File: src/rtl/tm_pkg.sv
package tm_pkg;
   typedef enum logic [1:0] {
      M_LINK8    = 2'b00,
      M_LINK9    = 2'b01,
      M_SYNC_FAL = 2'b10,
      M_SYNC_RIS = 2'b11
   } tm_mode_e;

   function automatic logic is_sync(input logic [1:0] m);
      return (m == M_SYNC_RIS) || (m == M_SYNC_FAL);
   endfunction
endpackage

File: src/rtl/tm_txbuf.sv
module tm_txbuf #(
   parameter int WORD_W = 8
) (
   input  logic              clk,
   input  logic              rst_n,
   input  logic              wr_en,
   input  logic [WORD_W-1:0] wr_data,
   input  logic              tail_off,
   input  logic              take,
   output logic              full,
   output logic [WORD_W-1:0] data_q,
   output logic              last_q
);
   always_ff @(posedge clk or negedge rst_n) begin
      if (!rst_n) begin
         full   <= 1'b0;
         data_q <= '0;
         last_q <= 1'b0;
      end else if (wr_en) begin
         full   <= 1'b1;
         data_q <= wr_data;
         last_q <= ~tail_off;
      end else if (take) begin
         full   <= 1'b0;
      end
   end
endmodule

File: src/rtl/tm_shifter.sv
module tm_shifter #(
   parameter int WORD_W    = 8,
   parameter bit MSB_FIRST = 1'b1
) (
   input  logic              clk,
   input  logic              rst_n,
   input  logic              active,
   input  logic              full,
   input  logic [WORD_W-1:0] data_in,
   input  logic              last_in,
   input  logic              shift_tick,
   output logic              take,
   output logic              busy,
   output logic              step,
   output logic              cur_bit,
   output logic              cur_last
);
   localparam int BIT_W = (WORD_W > 1) ? $clog2(WORD_W) : 1;
   localparam logic [BIT_W-1:0] LAST_POS = BIT_W'(WORD_W - 1);

   logic [WORD_W-1:0] sreg;
   logic [WORD_W-1:0] sreg_next;
   logic [BIT_W-1:0]  pos;

   assign take = active & ~busy & full;
   assign step = active & busy & shift_tick;

   generate
      if (MSB_FIRST) begin : g_msb
         assign cur_bit   = sreg[WORD_W-1];
         assign sreg_next = {sreg[WORD_W-2:0], 1'b0};
      end else begin : g_lsb
         assign cur_bit   = sreg[0];
         assign sreg_next = {1'b0, sreg[WORD_W-1:1]};
      end
   endgenerate

   always_ff @(posedge clk or negedge rst_n) begin
      if (!rst_n) begin
         sreg     <= '0;
         pos      <= '0;
         busy     <= 1'b0;
         cur_last <= 1'b0;
      end else if (!active) begin
         pos      <= '0;
         busy     <= 1'b0;
         cur_last <= 1'b0;
      end else if (take) begin
         sreg     <= data_in;
         pos      <= '0;
         busy     <= 1'b1;
         cur_last <= last_in;
      end else if (step) begin
         sreg <= sreg_next;
         if (pos == LAST_POS) begin
            busy <= 1'b0;
            pos  <= '0;
         end else begin
            pos <= pos + 1'b1;
         end
      end
   end
endmodule

File: src/rtl/tm_maskctl.sv
module tm_maskctl #(
   parameter int CNT_W = 4
) (
   input  logic             clk,
   input  logic             rst_n,
   input  logic             active,
   input  logic             sync_mode,
   input  logic             load,
   input  logic             busy,
   input  logic             cur_last,
   input  logic             step,
   input  logic [CNT_W-1:0] cmp_val,
   output logic             mask
);
   localparam logic [CNT_W-1:0] CNT_MAX = {CNT_W{1'b1}};

   logic [CNT_W-1:0] cnt;
   logic             mask_q;
   logic             armed;
   logic             hit;

   assign armed = busy & cur_last & sync_mode;
   assign hit   = armed & (cnt == cmp_val);
   assign mask  = mask_q | hit;

   always_ff @(posedge clk or negedge rst_n) begin
      if (!rst_n) begin
         cnt    <= '0;
         mask_q <= 1'b0;
      end else if (!active || load) begin
         cnt    <= '0;
         mask_q <= 1'b0;
      end else begin
         if (hit)
            mask_q <= 1'b1;
         if (step && armed && cnt != CNT_MAX)
            cnt <= cnt + 1'b1;
      end
   end
endmodule

File: src/rtl/tail_mask_tx.sv
module tail_mask_tx #(
   parameter int WORD_W    = 8,
   parameter int CNT_W     = 4,
   parameter bit MSB_FIRST = 1'b1
) (
   input  logic              clk,
   input  logic              rst_n,
   input  logic              active,
   input  logic [1:0]        mode,
   input  logic              tail_off,
   input  logic              wr_en,
   input  logic [WORD_W-1:0] wr_data,
   input  logic              shift_tick,
   input  logic [CNT_W-1:0]  cmp_val,
   output logic              ser_out,
   output logic              mask
);
   generate
      if (WORD_W < 2) begin : g_bad_word
         $error("tail_mask_tx: WORD_W must be at least 2");
      end
      if ((2 ** CNT_W) <= WORD_W) begin : g_bad_cnt
         $error("tail_mask_tx: CNT_W too narrow to count a full word");
      end
   endgenerate

   logic              full;
   logic [WORD_W-1:0] buf_data;
   logic              buf_last;
   logic              take;
   logic              busy;
   logic              step;
   logic              cur_bit;
   logic              cur_last;
   logic              sync_mode;

   assign sync_mode = tm_pkg::is_sync(mode);

   tm_txbuf #(.WORD_W(WORD_W)) u_buf (
      .clk(clk), .rst_n(rst_n), .wr_en(wr_en), .wr_data(wr_data),
      .tail_off(tail_off), .take(take), .full(full),
      .data_q(buf_data), .last_q(buf_last)
   );

   tm_shifter #(.WORD_W(WORD_W), .MSB_FIRST(MSB_FIRST)) u_shf (
      .clk(clk), .rst_n(rst_n), .active(active), .full(full),
      .data_in(buf_data), .last_in(buf_last), .shift_tick(shift_tick),
      .take(take), .busy(busy), .step(step), .cur_bit(cur_bit),
      .cur_last(cur_last)
   );

   tm_maskctl #(.CNT_W(CNT_W)) u_msk (
      .clk(clk), .rst_n(rst_n), .active(active), .sync_mode(sync_mode),
      .load(take), .busy(busy), .cur_last(cur_last), .step(step),
      .cmp_val(cmp_val), .mask(mask)
   );

   assign ser_out = busy & ~mask & cur_bit;
endmodule

File: config.mk
export PLATFORM = sky130hd
export DESIGN_NAME = tail_mask_tx
export DESIGN_NICKNAME = d
export VERILOG_FILES = /design/src/rtl/tm_pkg.sv /design/src/rtl/tm_txbuf.sv /design/src/rtl/tm_shifter.sv /design/src/rtl/tm_maskctl.sv /design/src/rtl/tail_mask_tx.sv
export SDC_FILE = /design/constraint.sdc
export NUM_CORES = 1
export LEC_CHECK = 0
export BUFFER_PORTS_ARGS = -buffer_cell sky130_fd_sc_hd__buf_2
export CORE_ASPECT_RATIO = 1.1
export CORE_UTILIZATION = 54
export DETAILED_ROUTE_END_ITERATION = 10
export MAX_ROUTING_LAYER = met4
export PLACE_DENSITY = 0.76
export SYNTH_ARGS = -nofsm -noshare
export SYNTH_HDL_FRONTEND = slang
export SYNTH_HIERARCHICAL = 1
export SYNTH_SLANG_ARGS = --single-unit
File: constraint.sdc
create_clock -name clk -period 2.1 [get_ports clk]
set_input_delay 0.105 -clock clk [delete_from_list [all_inputs] [get_ports clk]]
set_output_delay 0.105 -clock clk [all_outputs]
set_load 0.01 [all_outputs]
# After elaboration in Yosys (flattened, before gate mapping)
# Index checks and enable logic that the tools add are counted.
[word_totals] ff_bits=28 output_inout_bits=2 wordCells=61 inputBits=20
[classes] n_addsub=2 mux=18 bitwise_logic=13 n_reduce_logical=11 eq_ne=8
[op_table] cell="$mux W8" count=2
[op_table] cell="$mux W3" count=4
[op_table] cell="$mux W1" count=10
[op_table] cell="$and A1 B1 Y1" count=9
[op_table] cell="$mux W4" count=2
[op_table] cell="$reduce_bool A2 Y1" count=4
[op_table] cell="$ne A3 B1 Y1 const B" count=2
[op_table] cell="$add A4 B1 Y4 const B" count=1
[op_table] cell="$eq A2 B2 Y1 const B" count=2
[op_table] cell="$eq A4 B4 Y1" count=1
[op_table] cell="$ne A4 B4 Y1 const B" count=1
[op_table] cell="$reduce_and A2 Y1" count=2
[op_table] cell="$add A3 B1 Y3 const B" count=1
[op_table] cell="$eq A3 B3 Y1 const B" count=1
[op_table] cell="$not A1 Y1" count=3
[op_table] cell="$logic_and A1 B1 Y1" count=2
[op_table] cell="$logic_or A1 B1 Y1" count=2
[op_table] cell="$ne A2 B1 Y1 const B" count=1
[op_table] cell="$logic_not A1 Y1" count=1
[op_table] cell="$or A1 B1 Y1" count=1

# Longest topological paths before layout
# Gate-level depths: netlist (run 1).
[logic_depth] word_depth=8 depth_mapped=6 depth_no_buf=5

# Modules after synthesis
# The synthesis (run 1) kept the hierarchy.
[modules_own_cells] mod="tm_shifter" area_each_um2=603.1 instances=1 seq_area_each_um2=325.3 cells_per_inst=54
[modules_own_cells] mod="tm_txbuf" area_each_um2=399.1 instances=1 seq_area_each_um2=250.2 cells_per_inst=23
[modules_own_cells] mod="tm_maskctl" area_each_um2=319.1 instances=1 seq_area_each_um2=125.1 cells_per_inst=32
[modules_own_cells] mod="tail_mask_tx" area_each_um2=12.5 instances=1 seq_area_each_um2=0.0 cells_per_inst=2

# Worst setup path after synthesis (run 1)
# No wires, ideal clock.
[synth_path] path_kind="register -> register" from="register u_shf.busy" to="register u_msk.cnt[0]" slack_ps=560 path_stages_with_launch=7 n_path_buf=1 synth_period_minus_slack_ps=1540 setup_ps=78 required_time_ps=2022 arrival_time_ps=1462 path_cell_list="dfrtp_1 > nand3_2 > inv_2 > buf_2 > nand4_2 > or3_1 > a21oi_1"
[synth_between] elab_chain_cells=5 elab_cells_between_ends=12 cone_classes="mux (1); bitwise (7); reduce/logical (4)"
[synth_rtl] element="from (decl)" line="tm_shifter.sv:13" source="output logic busy,"
[synth_rtl] element="from (signal assigned)" line="tm_shifter.sv:42" source="busy <= 1'b0;"
[synth_rtl] element="from (signal assigned)" line="tm_shifter.sv:46" source="busy <= 1'b0;"
[synth_rtl] element="from (signal assigned)" line="tm_shifter.sv:51" source="busy <= 1'b1;"
[synth_rtl] element="$and A1 B1 Y1 (2 in series)" line="tm_shifter.sv:26" source="assign step = active & busy & shift_tick;"
[synth_rtl] element="named net step" line="tail_mask_tx.sv:32" source="logic step;"
[synth_rtl] element="$logic_and A1 B1 Y1 (2 in series)" line="tm_maskctl.sv:36" source="if (step && armed && cnt != CNT_MAX)"
[synth_rtl] element="$reduce_bool A2 Y1 (no line)"
[synth_rtl] element="to (signal assigned)" line="tm_maskctl.sv:37" source="cnt <= cnt + 1'b1;"
[synth_rtl] element="to (decl)" line="tm_maskctl.sv:17" source="logic [CNT_W-1:0] cnt;"
# The timed path passes the listed nets, and every way through them passes these cells.
# A chain may end at the register's enable or synchronous reset.

# Worst setup path after layout (run 1)
[layout_path] from="register u_msk.cnt[0]" to="output ser_out"
[layout_between] elab_chain_cells=6
[layout_rtl] element="$eq A4 B4 Y1" line="tm_maskctl.sv:23" source="assign hit = armed & (cnt == cmp_val);"
[layout_rtl] element="$and A1 B1 Y1" line="tm_maskctl.sv:23"
[layout_rtl] element="$or A1 B1 Y1" line="tm_maskctl.sv:24" source="assign mask = mask_q | hit;"
[layout_rtl] element="$not A1 Y1" line="tail_mask_tx.sv:58" source="assign ser_out = busy & ~mask & cur_bit;"
[layout_rtl] element="$and A1 B1 Y1 (2 in series)" line="tail_mask_tx.sv:58"
[layout_rtl] element="to (decl)" line="tail_mask_tx.sv:15" source="output logic ser_out,"
# No other way between the ends.

==> results by stage, run 1 <==
Synth:
- The area fraction in compound gates after synthesis is 0.166.
- The fraction of synthesized cell area in xor and xnor cells is 0.0263.
- The count of different cell masters after synthesis is 34.
- The mapped netlist covers 0.00133 mm^2.
- The post-synthesis async set-or-reset flop share is 1.00.
- The count of yosys warnings during synthesis is 6.
- The share of synthesized cell area in and, or, nand and nor gates is 0.129.
- The synthesized instance count is 111.
- The dominant register cell in the synthesized netlist is dfrtp_1.
- Measured against the total synthesized area, the mux share comes to 0.0872.
- When the netlist entered floorplanning its net count stood at 134.
- Counting flops with a built-in enable in the synthesized netlist gives 0.
- Of the total synthesized cell area, the portion taken by full adders, half adders and majority gates is 0.0281.
- The dominant combinational cell family by area after synthesis is compound AO/OA/AOI/OAI gates.
- The number of synthesized register bits is 28.
- The mean area per synthesized cell is 12.0 um^2.
- The sequential area share after synthesis is 0.525.

Layout:
- From synthesis to final layout, the design area changed by 14.1%.
- The fraction of layout cells with a size suffix above 1 is 0.272.
- The count of filler cells inserted in the layout is 199.
- The final non-filler cell total is 166.
- The number of antenna diodes in the final layout is 0.
- At the end of the flow, the number of nets in the layout was 161.

Global routing:
- The initial antenna violation count was 0.
- The overall global routing resource usage is 0.216.
- Entering global routing, the biggest net connects 29 pins.
- The global-route wire length before repair is 4.06 mm.
- The via count of the first global-routing pass is around 910.
- The remaining global-route overflow is 0.

Worst setup path:
- Walking the worst path, the cells encountered are xnor2_1, nand4_1, o21bai_1, and3b_1, buf_2.
- Of all nets on the critical path, the largest fanout is 5.
- The critical path in this run is classified as register to primary output.
- In this run the worst setup path begins at u_msk/cnt[0]$_DFFE_PN0P_.
- The startpoint of the most critical register-to-register path is u_shf/busy$_DFFE_PN0P_.
- The master of the slowest instance on the critical path is dfrtp_1.
- On the worst path, the slowest cell contributes a delay of 0.45 ns.
- STA puts the critical path data arrival time at 1.61 ns.
- The worst setup path is launched from a register.
- The cell class contributing the biggest share of worst-path delay is flip-flops.
- Counting both buffers and inverters, the worst setup path holds a total of 1.
- The worst endpoint required time is 2.00 ns.
- The worst setup path is captured at a primary output.

Outcome:
- The run finished with clean final reports.

STA:
- The clock period minus final worst setup slack is ~1.7 ns.
- At the pin with the least slew margin, the transition time is 0.604 ns.
- Static timing analysis puts the maximum clock frequency at between 500 and 600 MHz.
- The final setup violation count is 0.
- The final worst clock skew is a little under 0.008 ns.
- The relative slew slack is 0.597.
- Setup repair after global routing left no endpoint under its margin.
- Setup total negative slack on the finished layout was measured at 0 ns.
- Dividing the final minimum period by the clock period gives 0.815.
- The hold violation count in the final report came to 0.
- The final-report max-slew violation count was 0.

Floorplanning:
- In this run the count of I/O pins placed on the die edge is 22.
- The starting utilization of the core area is 0.581.
- The die is 54.1 um tall.
- The die width is just under 50 um.
- The full die area is 0.00267 mm^2.
- The row count is 18.
- In this run the standard cell core region covers approximately 0.0023 mm^2.

Detailed routing:
- The detailed-routing wirelength on met1 is 1.11 mm.
- In the routed design, unresolved DRC markers number 0.
- Wire segments on met3 add up to around 80 um in the final route.
- Routed signal wires occupy layers up through met4.
- Dividing the detail-routed via count by the number of cells gives 5.67.
- The routed design uses 1.13 mm of met2 wire.
- The detailed-router iteration count before antenna repair is 4.
- The total number of vias is roughly 940.
- The final routed wire length divided by cell count is 14.2 um.
- The DRC violation total after the first TritonRoute iteration is 18.
- The detailed-route wire length is 2.36 mm.
- The number of nets still failing antenna checks after routing is 0.

Place:
- The placed instance count is 156.
- Detailed placement finished with a half-perimeter wire length of 1.65 mm.
- At the end of routability-driven placement, the weighted congestion stood at around 0.71.
- Input and output buffers added on the ports amount to 20.

CTS:
- Counting along the longest clock path gives a buffer depth of 2.
- The clock insertion delay at the later pin of the skew report is 0.32 ns.
- After clock tree synthesis, the clock-pin slew on the worst setup and hold paths is 0.14 ns.
- The root buffer cell chosen for the clock tree is clkbuf_4.
- CTS built an H-tree with a depth of 1.
- Buffers inserted during clock tree synthesis total 3.
- Counting every sink on the clock net gives 28.
- Gates resized during post-CTS repair numbered 0.
- The CTS tree is done.
- Buffers added to address setup during post-CTS repair amount to 0.

Power:
- The switching component of the power is between 200 and 300 uW.
- VDD sags by at most 491 uV.
- The power per standard cell area is between 600 and 700 mW/mm^2.
- The analysis attributes to cell leakage a power of between 0.7 and 0.8 nW.
- Of the total power, registers draw 0.634.
- Cell internal power was estimated by the tool at 753 uW.
- The power share of the combinational group is 0.156.
- The proportion of power drawn by the clock network is 0.211.
- The switching part of the total power is 0.252.

Run:
- The max-capacitance violation count is 0.

Hold path:
- In this run the worst hold path is classified as input port to register.
- The worst hold path begins at wr_data[3].
[synthesized netlist by cell type, drive strengths merged (2+ instances only)]
master / instances / area [um^2]
a21o: 7 / 53.8
a21oi: 8 / 40.0
a22o: 7 / 61.3
and3b: 2 / 17.5
buf: 4 / 38.8
dfrtp: 28 / 701
ha: 3 / 37.5
inv: 2 / 7.50
mux2: 8 / 116
nand2: 8 / 30.0
nand2b: 2 / 12.5
nand3: 3 / 20.0
nand3b: 2 / 15.0
nand4: 2 / 18.8
nor2: 2 / 10.0
o21ai: 6 / 30.0
o31ai: 2 / 15.0
or3: 3 / 18.8
xnor2: 4 / 35.0
[routing by layer]
metal | global-route usage | up-vias
met5 | - | -
met4 | 0.119 | 0
met3 | 0.0367 | 4
met2 | 0.361 | 25
met1 | 0.254 | 456
li1 | - | 457
[power by group through the flow]
stage	combinational (mW)	clock [mW]	sequential [mW]
4_1_cts	0.156	0.218	0.637
3_5_place_dp	0.148	0	0.647
3_3_place_gp	0.142	0	0.643
2_1_floorplan	0.110	0	0.634
5_1_grt	0.174	0.239	0.644
6_report	0.157	0.212	0.638
[timing repair]
action	CTS	global route
hold buffers	5	2
hold endpoints to repair	32	2
setup endpoints to repair	0	0
[path summary, 6_finish.rpt]
path,end,slack (ns),cells past startpoint
worst max-delay path,ser_out,0.39,5
worst min-delay path,u_buf/data_q[3]$_DFFE_PN0P_,0.02,2
worst max register to register,u_msk/cnt[0]$_DFFE_PN0P_,0.43,5
worst min register to register,u_shf/sreg[2]$_DFFE_PN0P_,0.50,1
max in group asynchronous,u_buf/data_q[4]$_DFFE_PN0P_,1.38,2
min in group asynchronous,u_msk/cnt[3]$_DFFE_PN0P_,0.32,2
[metrics by stage]
step	util	cell area [um^2]	power [mW]	hold WS, ns	setup slack (ns)
2_1_floorplan	-	1330	0.743	-0.191	0.560
3_3_place_gp	0.622	1430	0.784	0.148	0.485
3_5_place_dp	0.622	1430	0.794	0.153	0.430
4_1_cts	0.654	1500	1.01	0.000349	0.397
5_1_grt	0.662	1520	1.06	0.000212	0.238
6_report	0.662	1520	1.01	0.0154	0.389
[cells in the final DEF, fill, tap and decap left out, types with 3 or more instances in the layout]
cell,count
dfrtp_1,28
buf_2,20
a21oi_1,8
nand2_1,8
dlygate4sd3_1,7
mux2_4,7
a22o_1,7
o21ai_0,6
a21o_1,6
xnor2_1,4
clkbuf_4,3
or3_1,3
ha_1,3
[sequential cells by signal (all words and copies together) (netlist names)]
register,cells
u_msk/cnt,4
u_msk/mask_q,1
u_buf/full,1
u_buf/data_q,8
u_buf/last_q,1
u_shf/busy,1
u_shf/sreg,8
u_shf/pos,3
u_shf/cur_last,1
[worst register-to-register path: cells and delay by family, from the launching register on]
kind,cells,cell delay [ns]
and+or+nand+nor,3,0.75
DFF,1,0.51
buffers and inverters,1,0.22
AOI/OAI and AO/OA,1,0.14
[logic make-up after synthesis]
group / count (synthesis)
AO/OA/AOI/OAI: 33
adder cells (fa/ha/maj): 3
XOR/XNOR: 4
buffers and inverters: 7
multiplexers: 8
AND/OR/NAND/NOR: 28
flip-flops: 28
[cell type report]
class / count / area [um^2] / area share
Inverter: 2 / 7.51 / 0.00493
Timing Repair Buffer: 27 / 170 / 0.112
Multi-Input combinational cell: 76 / 583 / 0.383
Tap cell: 30 / 37.5 / 0.0247
Sequential cell: 28 / 701 / 0.461
Clock buffer: 3 / 22.5 / 0.0148
(Power assumes the default switching activity.)
==> run 2, diff against run 1 <==
--- a/config.mk
+++ b/config.mk
@@ -5,12 +5,13 @@
 export SDC_FILE = /design/constraint.sdc
 export NUM_CORES = 1
 export LEC_CHECK = 0
+export ABC_AREA = 1
 export BUFFER_PORTS_ARGS = -buffer_cell sky130_fd_sc_hd__buf_2
 export CORE_ASPECT_RATIO = 1.1
-export CORE_UTILIZATION = 54
+export CORE_UTILIZATION = 55
 export DETAILED_ROUTE_END_ITERATION = 10
 export MAX_ROUTING_LAYER = met4
-export PLACE_DENSITY = 0.76
+export PLACE_DENSITY = 0.77
 export SYNTH_ARGS = -nofsm -noshare
 export SYNTH_HDL_FRONTEND = slang
 export SYNTH_HIERARCHICAL = 1
==> constraint.sdc (replaced) <==
create_clock -name clk -period 1.6 [get_ports clk]
set_input_delay 0.08 -clock clk [delete_from_list [all_inputs] [get_ports clk]]
set_output_delay 0.08 -clock clk [all_outputs]
set_load 0.01 [all_outputs]
==> results by stage, run 2 <==
Global routing:
- The initial antenna violation count is 0 (unchanged).
- The via count of the first global-routing pass came to 1146 (+26%).
- The overall global routing resource usage is 0.228 (+0.0114).
- The global-route wire length before repair is 4.77 mm (+18%).
- The pin count of the biggest net entering global routing is 29 (unchanged).
- The remaining global-route overflow is 0 (unchanged).

CTS:
- The deepest clock path buffer count is 2 (unchanged).
- The clock transition at the registers of the reported paths is 0.15 ns (about the same).
- The number of clock sinks was 28 (unchanged).
- The clock tree root buffer cell is clkbuf_4.
- The number of buffers inserted during clock tree synthesis is 3 (unchanged).
- The CTS tree is done.
- The number of levels the H-tree was split into was 1 (unchanged).
- The clock insertion delay at the later pin of the skew report is 0.32 ns (about the same).

Synth:
- The synthesized instance count is 172 (+55%).
- The dominant register cell in the synthesized netlist is dfrtp_1.
- The largest total area in the synthesized netlist belongs to dfrtp_1.
- Yosys attributes the largest share of cell area to dfrtp_1 (49%), nand2_1 (19%), nand3_1 (8.8%), inv_1 (4.0%), ha_1 (2.7%).
- By instance count, the leading cell after synthesis is nand2_1.
- The mean area per synthesized cell is 8.23 um^2 (-31%).
- Counting instances in the post-synthesis netlist gives the leading cell types as nand2_1 (70), dfrtp_1 (28), nand3_1 (25).
- The post-synthesis async set-or-reset flop share is 1.00 (unchanged).
- The count of flip-flops with a built-in enable after synthesis is 0 (unchanged).
- The count of different cell masters after synthesis is 24 (-29%).
- The sequential area share after synthesis was 0.495 (-0.0306).
- The count of yosys warnings during synthesis is 6 (unchanged).
- The share of the synthesized area in the top cell type was 0.495 (-0.0306).
- The post-synthesis instance area is 0.00142 mm^2 (+6.2%).
- The number of synthesized register bits is 28 (unchanged).
- The net count after synthesis came to 195 (+46%).

STA:
- Setup repair after global routing left no endpoint under its margin.
- The clock period minus final worst setup slack is 1.50 ns.
- The final worst clock skew came to 0.0102 ns (+0.00238 ns).
- The worst-margin pin slew is 0.614 ns (+0.00952 ns).
- The final-report max-slew violation count is 0 (unchanged).
- Derived from the worst setup path, the maximum achievable clock frequency is around 670 MHz.
- The setup TNS is 0 ns (unchanged).
- The minimum setup slack in the final design is 0.101 ns (-0.287 ns).
- In the finished design, the share of the clock period the worst path needs comes to 0.937.
- The hold violation count in the final report is 0 (unchanged).
- The final setup violation count came to 0 (unchanged).
- The relative slew slack came to 0.591 (-0.00635).

Worst setup path:
- In this run the critical register-to-register path is launched from u_shf/busy$_DFFE_PN0P_.
- The worst register-to-register path ends at u_msk/cnt[2]$_DFFE_PN0P_.
- The kind of end point of the critical path is a primary output.
- The worst endpoint required time came to 1.52 ns (-0.48 ns).
- The beginning of the critical path is u_msk/cnt[2]$_DFFE_PN0P_.
- The critical path arrival is 1.42 ns (-0.19 ns).
- By startpoint and endpoint, the worst setup path is classified as register to primary output.
- The highest fanout seen on the critical path is 4 (-1).
- The type of origin of the critical path is a register.
- The critical path endpoint is ser_out.
- The worst-case reg-to-reg path depth is 6 (+1).
- The minimum setup slack among reg-to-reg paths is 0.22 ns (-0.21 ns).

Hold path:
- In this run the worst hold path is classified as input port to register.

Detailed routing:
- The detailed-router iteration count before antenna repair is 4 (unchanged).
- The remaining design rule violation count is 0 (unchanged).
- The detailed-route wire length is 2.72 mm (+15%).
- The final routed wire length divided by cell count is 11.4 um (-20%).
- The detail-routed via count per cell is 5.03 (-11%).
- The number of nets still failing antenna checks after routing came to 0 (unchanged).
- The total number of vias is 1203 (+28%).
- The DRC violation total after the first TritonRoute iteration is 29 (+11).

Layout:
- The final non-filler cell total is 239 (+44%).
- Relative to the synthesized area, the layout overhead comes to 21.0%.
- The most common library cell in the layout ignoring fill and taps is nand2_1.
- The top cell types in the final layout, fill and taps aside, are nand2_1 (70), dfrtp_1 (26), nand3_1 (25).
- The number of diodes added for antenna fixing is 0 (unchanged).
- The largest registers in the layout are u_buf/data_q: 8 flops, u_shf/sreg: 8 flops, u_msk/cnt: 4 flops.
- The number of nets in the finished design is 233 (+45%).
- The fraction of layout cells with a size suffix above 1 is 0.234 (-0.0376).

Place:
- The number of buffers added on ports is 20 (unchanged).
- The placed instance count was 221 (+42%).
- The post-detailed-placement half-perimeter wirelength is 1.87 mm (+14%).
- The post-placement worst setup slack was 0.216 ns (-0.214 ns).
- The routability-driven placement congestion ratio came to 0.771 (+7.9%).

Run:
- The max-capacitance violation count came to 0 (unchanged).

Outcome:
- The flow ran to the end, and the final reports show no timing, DRC or antenna violations.

Floorplanning:
- The full die area is 0.00278 mm^2 (+4.1%).
- The starting utilization of the core area came to 0.605 (+0.0241).
- The vertical die dimension is 55.2 um (+2.0%).
- The count of pins on the block boundary is 22 (unchanged).
- The row count was 18 (unchanged).
- The die width is 50.4 um (+2.0%).
- The placeable core area is 0.00234 mm^2 (+2.0%).

Power:
- The leakage power was 0.935 nW (+26%).
- The largest vdd supply drop was 783 uV (+59%).
- The power per standard cell area is 953 mW/mm^2 (+44%).
run 2: changes by cell type after synthesis, moves of 7 or more:
cell,change
nand2_1,+62
inv_1,+14
a22o_1,-7
mux2_4,-7
nand3_1,+23
a21oi_1,-8
run 2: final cells by class:
| cell class | count | area [um^2] |
|---|---|---|
| sequential | 28 | 703 |
| timing repair buffer | 36 | 245 |
| inverter | 19 | 71.3 |
| clock buffer | 4 | 36.3 |
| tap | 30 | 37.5 |
| multi-input combinational | 122 | 621 |
| fill | 194 | 628 |
run 2: logic make-up (layout without fill, tap and decap cells):
group | after synthesis | in the layout | share of synthesized area
simple gates | 110 | 110 | 0.353
compound gates | 6 | 6 | 0.0380
buf+inv | 22 | 59 | 0.0689
flops | 28 | 28 | 0.495
xor+xnor | 3 | 3 | 0.0186
fa+ha+maj | 3 | 3 | 0.0265
run 2: per-layer routing:
metal | up-vias | part of all wire | track usage
met5 | - | 0 | -
met4 | 0 | 0.0059 | 0.0635
met3 | 2 | 0.033 | 0.0331
met2 | 28 | 0.52 | 0.375
met1 | 562 | 0.45 | 0.291
li1 | 611 | - | -
run 2: timing repair:
item | in CTS | in global routing
endpoints found under the hold margin | 37 | 0
resized for setup | 1 | 2
buffers inserted | 0 | 4
setup endpoints to repair | 2 | 2
hold buffers | 10 | 0
pin swaps | 0 | 1
run 2: critical path, stage by stage (launching register included):
cell,delay [ns]
dfrtp_2,0.46
nand2_1,0.07
nand2_1,0.07
nor2_2,0.14
nand3_2,0.09
nand2_1,0.10
nor2_2,0.04
buf_2,0.13
run 2: worst min path at each step:
stage,depth (start not counted),startpoint,slack (ns),to
finish,3,wr_en,0.05,u_buf/data_q[5]$_DFFE_PN0P_
global route,3,wr_en,0.06,u_buf/data_q[0]$_DFFE_PN0P_
CTS,3,wr_en,0.05,u_buf/data_q[5]$_DFFE_PN0P_
detailed placement,1,rst_n,0.13,u_shf/pos[0]$_DFFE_PN0P_
global placement,1,rst_n,0.12,u_shf/pos[0]$_DFFE_PN0P_
floorplan,0,rst_n,-0.22,u_buf/data_q[0]$_DFFE_PN0P_
run 2: through the flow:
stage | area [um^2] | hold WS [ns] | power, mW | utilization
after floorplan | 1420 | -0.216 | 1.15 | -
after global placement | 1540 | 0.119 | 1.24 | 0.659
after detailed placement | 1540 | 0.131 | 1.26 | 0.659
after CTS | 1680 | 0.0503 | 1.62 | 0.717
after global routing | 1710 | 0.0602 | 1.74 | 0.732
final | 1710 | 0.0483 | 1.63 | 0.732
run 2: power by group:
part | leakage, nW | switching, mW | internal [mW]
sequential | 0.353 | 0.0833 | 0.827
combinational | 0.561 | 0.223 | 0.164
clock | 0.0210 | 0.198 | 0.139
total | 0.935 | 0.504 | 1.13
==> run 3, diff against run 2 <==
==> constraint.sdc (replaced) <==
create_clock -name clk -period 1.6 [get_ports clk]
set_input_delay 0.32 -clock clk [delete_from_list [all_inputs] [get_ports clk]]
set_output_delay 0.32 -clock clk [all_outputs]
set_load 0.01 [all_outputs]
==> results by stage, run 3 (synthesized netlist as in run 2, its figures left out) <==
CTS:
- The number of buffers inserted during clock tree synthesis is 3 (unchanged).
- The clock insertion delay at the later pin of the skew report is 0.34 ns (+0.02 ns).
- CTS placed an instance of clkbuf_4 at the clock tree root.
- The deepest clock path buffer count was 2 (unchanged).
- The number of levels the H-tree was split into came to 1 (unchanged).
- The number of clock sinks was 28 (unchanged).
- TritonCTS built the clock tree.
- The clock transition at the registers of the reported paths came to 0.15 ns (about the same).

Global routing:
- The pin count of the biggest net entering global routing was 29 (unchanged).
- The remaining global-route overflow is 0 (unchanged).
- The overall global routing resource usage is 0.220 (-0.00810).
- The initial antenna violation count is 0 (unchanged).
- The global-route wire length before repair came to 4.51 mm (-5.5%).
- The via count of the first global-routing pass came to 1058 (-7.7%).

Power:
- The leakage power is 0.919 nW (-1.7%).
- The largest vdd supply drop is 930 uV (+19%).
- The power per standard cell area is 995 mW/mm^2 (+4.4%).

Floorplanning:
- The full die area is 0.00278 mm^2 (unchanged).
- The placeable core area is 0.00234 mm^2 (unchanged).
- The vertical die dimension is 55.2 um (unchanged).
- The row count is 18 (unchanged).
- The starting utilization of the core area is 0.605 (unchanged).
- The die width is 50.4 um (unchanged).
- The count of pins on the block boundary came to 22 (unchanged).

Layout:
- The fraction of layout cells with a size suffix above 1 was 0.270 (+0.0352).
- The count of filler cells inserted in the layout is 198 (+2.1%).
- The area of the multi-input gates is 633 um^2 (+2.0%).
- The storage element area is 701 um^2 (-0.36%).
- The largest registers in the layout are u_buf/data_q: 8 flops, u_shf/sreg: 8 flops, u_msk/cnt: 4 flops.
- The number of diodes added for antenna fixing was 0 (unchanged).
- The top cell types in the final layout, fill and taps aside, are nand2_1 (66), dfrtp_1 (28), nand3_1 (25).
- Leaving out fill and tap cells, the most frequent cell in the layout is nand2_1.
- The number of nets in the finished design is 228 (-2.1%).
- From synthesis to final layout, the design area changed by 17.5%.
- The core occupancy in the finished layout is 0.710 (-0.0214).

STA:
- The final-report max-slew violation count is 0 (unchanged).
- The maximum clock frequency came to 589 MHz (-12%).
- The relative slew slack is 0.587 (-0.00345).
- Setup repair after global routing could not meet its margin everywhere.
- The ratio of final minimum period to clock period came to 1.06 (+0.125).
- The minimum setup slack in the final design is -0.0984 ns (-0.200 ns).
- The final worst clock skew was 0.00388 ns (-0.00631 ns).
- The worst-margin pin slew is 0.619 ns (+0.00518 ns).
- The final worst hold slack is 0.168 ns (+0.120 ns).
- The clock period minus final worst setup slack is 1.70 ns (+0.200 ns).
- The final setup violation count came to 2 (+2).
- The hold violation count in the final report came to 0 (unchanged).

Outcome:
- The checks that failed: setup timing.
- The flow ran to the end, but the final reports show violations.

Worst setup path:
- The critical path class is register to primary output.
- The critical path's largest stage delay came to 0.43 ns (-0.03 ns).
- The critical path arrival was 1.38 ns (-0.04 ns).
- The worst setup path is launched from a register.
- The cell that appears most often on the critical path is nand2_2.
- The worst setup path is captured at a primary output.
- Traced cell by cell, the critical path runs through inv_2, nand2_2, nand2_2, nor2_4, nand3_2, nand2_2, nor2_2, buf_2.
- The highest fanout seen on the critical path is 3 (-1).
- Among all stages on the critical path, the largest delay is contributed by dfrtp_1.
- The worst endpoint required time is 1.28 ns (-0.24 ns).

Hold path:
- The tightest min-delay check is of the input port to register type.

Detailed routing:
- The detailed-route wire length came to 2.72 mm (about the same).
- The number of nets still failing antenna checks after routing is 0 (unchanged).
- The remaining design rule violation count was 0 (unchanged).
- The final routed wire length divided by cell count is 11.6 um (+2.1%).
- The DRC violation total after the first TritonRoute iteration was 21 (-28%).
- The total number of vias came to 1174 (-2.4%).
- The detail-routed via count per cell is 5.02 (-0.33%).
- The detailed-router iteration count before antenna repair is 4 (unchanged).

Place:
- The post-detailed-placement half-perimeter wirelength is 1.86 mm (-0.46%).
- The number of buffers added on ports is 20 (unchanged).
- The routability-driven placement congestion ratio is 0.773 (+0.34%).

Run:
- The max-capacitance violation count is 0 (unchanged).
==> run 3: where the power goes <==
part	internal, mW	switching, mW
combinational	0.168	0.237
clock	0.140	0.213
sequential	0.825	0.0734
total	1.13	0.524
==> run 3: area by class of cell <==
type | instances | area share
sequential | 28 | 0.421
tap | 30 | 0.0226
multi-input combinational | 122 | 0.380
inverter | 19 | 0.0429
timing repair buffer | 31 | 0.111
clock buffer | 4 | 0.0218
==> run 3: critical path, delay by kind of cell (launching register included) <==
| kind | cells | cell delay [ns] |
|---|---|---|
| buffers and inverters | 2 | 0.19 |
| flip-flops | 1 | 0.43 |
| AND/OR/NAND/NOR | 6 | 0.43 |
==> run 3: through the flow <==
stage                     instance area (um^2)  TNS, ns  power (mW)  worst slack [ns]  instances
after floorplan                           1420        0        1.15             0.236        172
after global placement                    1550        0        1.25             0.254        222
after global routing                      1660   -0.329        1.74            -0.183        234
after CTS                                 1640   -0.114        1.65           -0.0752        232
final                                     1660   -0.161        1.66           -0.0984        234
after detailed placement                  1550        0        1.27             0.233        222
==> run 3: path summary, 6_finish.rpt <==
path / from / end / slack, ns / depth (start not counted)
min: wr_data[6] / u_buf/data_q[6]$_DFFE_PN0P_ / 0.17 / 3
min in group asynchronous: rst_n / u_shf/pos[0]$_DFFE_PN0P_ / 0.51 / 2
max in group asynchronous: rst_n / u_shf/busy$_DFFE_PN0P_ / 0.70 / 2
max reg2reg: u_msk/cnt[0]$_DFFE_PN0P_ / u_msk/cnt[0]$_DFFE_PN0P_ / 0.21 / 7
min reg2reg: u_buf/data_q[3]$_DFFE_PN0P_ / u_buf/data_q[3]$_DFFE_PN0P_ / 0.49 / 2
max: u_msk/cnt[0]$_DFFE_PN0P_ / ser_out / -0.1 / 8
==> run 3: per-layer routing <==
metal  part of all wire  track usage  up-vias
met5                  0            -        -
met4              0.019       0.0952        0
met3              0.052       0.0331        6
met2               0.47        0.316       42
met1               0.46        0.307      522
li1                   -            -      604
==> run 3: repair_timing <==
action,in CTS,in global routing
endpoints found under the setup margin,2,2
setup buffers,5,2
hold endpoints to repair,28,0
pin swaps,4,3
hold buffers,1,0
resized for setup,2,4
cloned,0,0
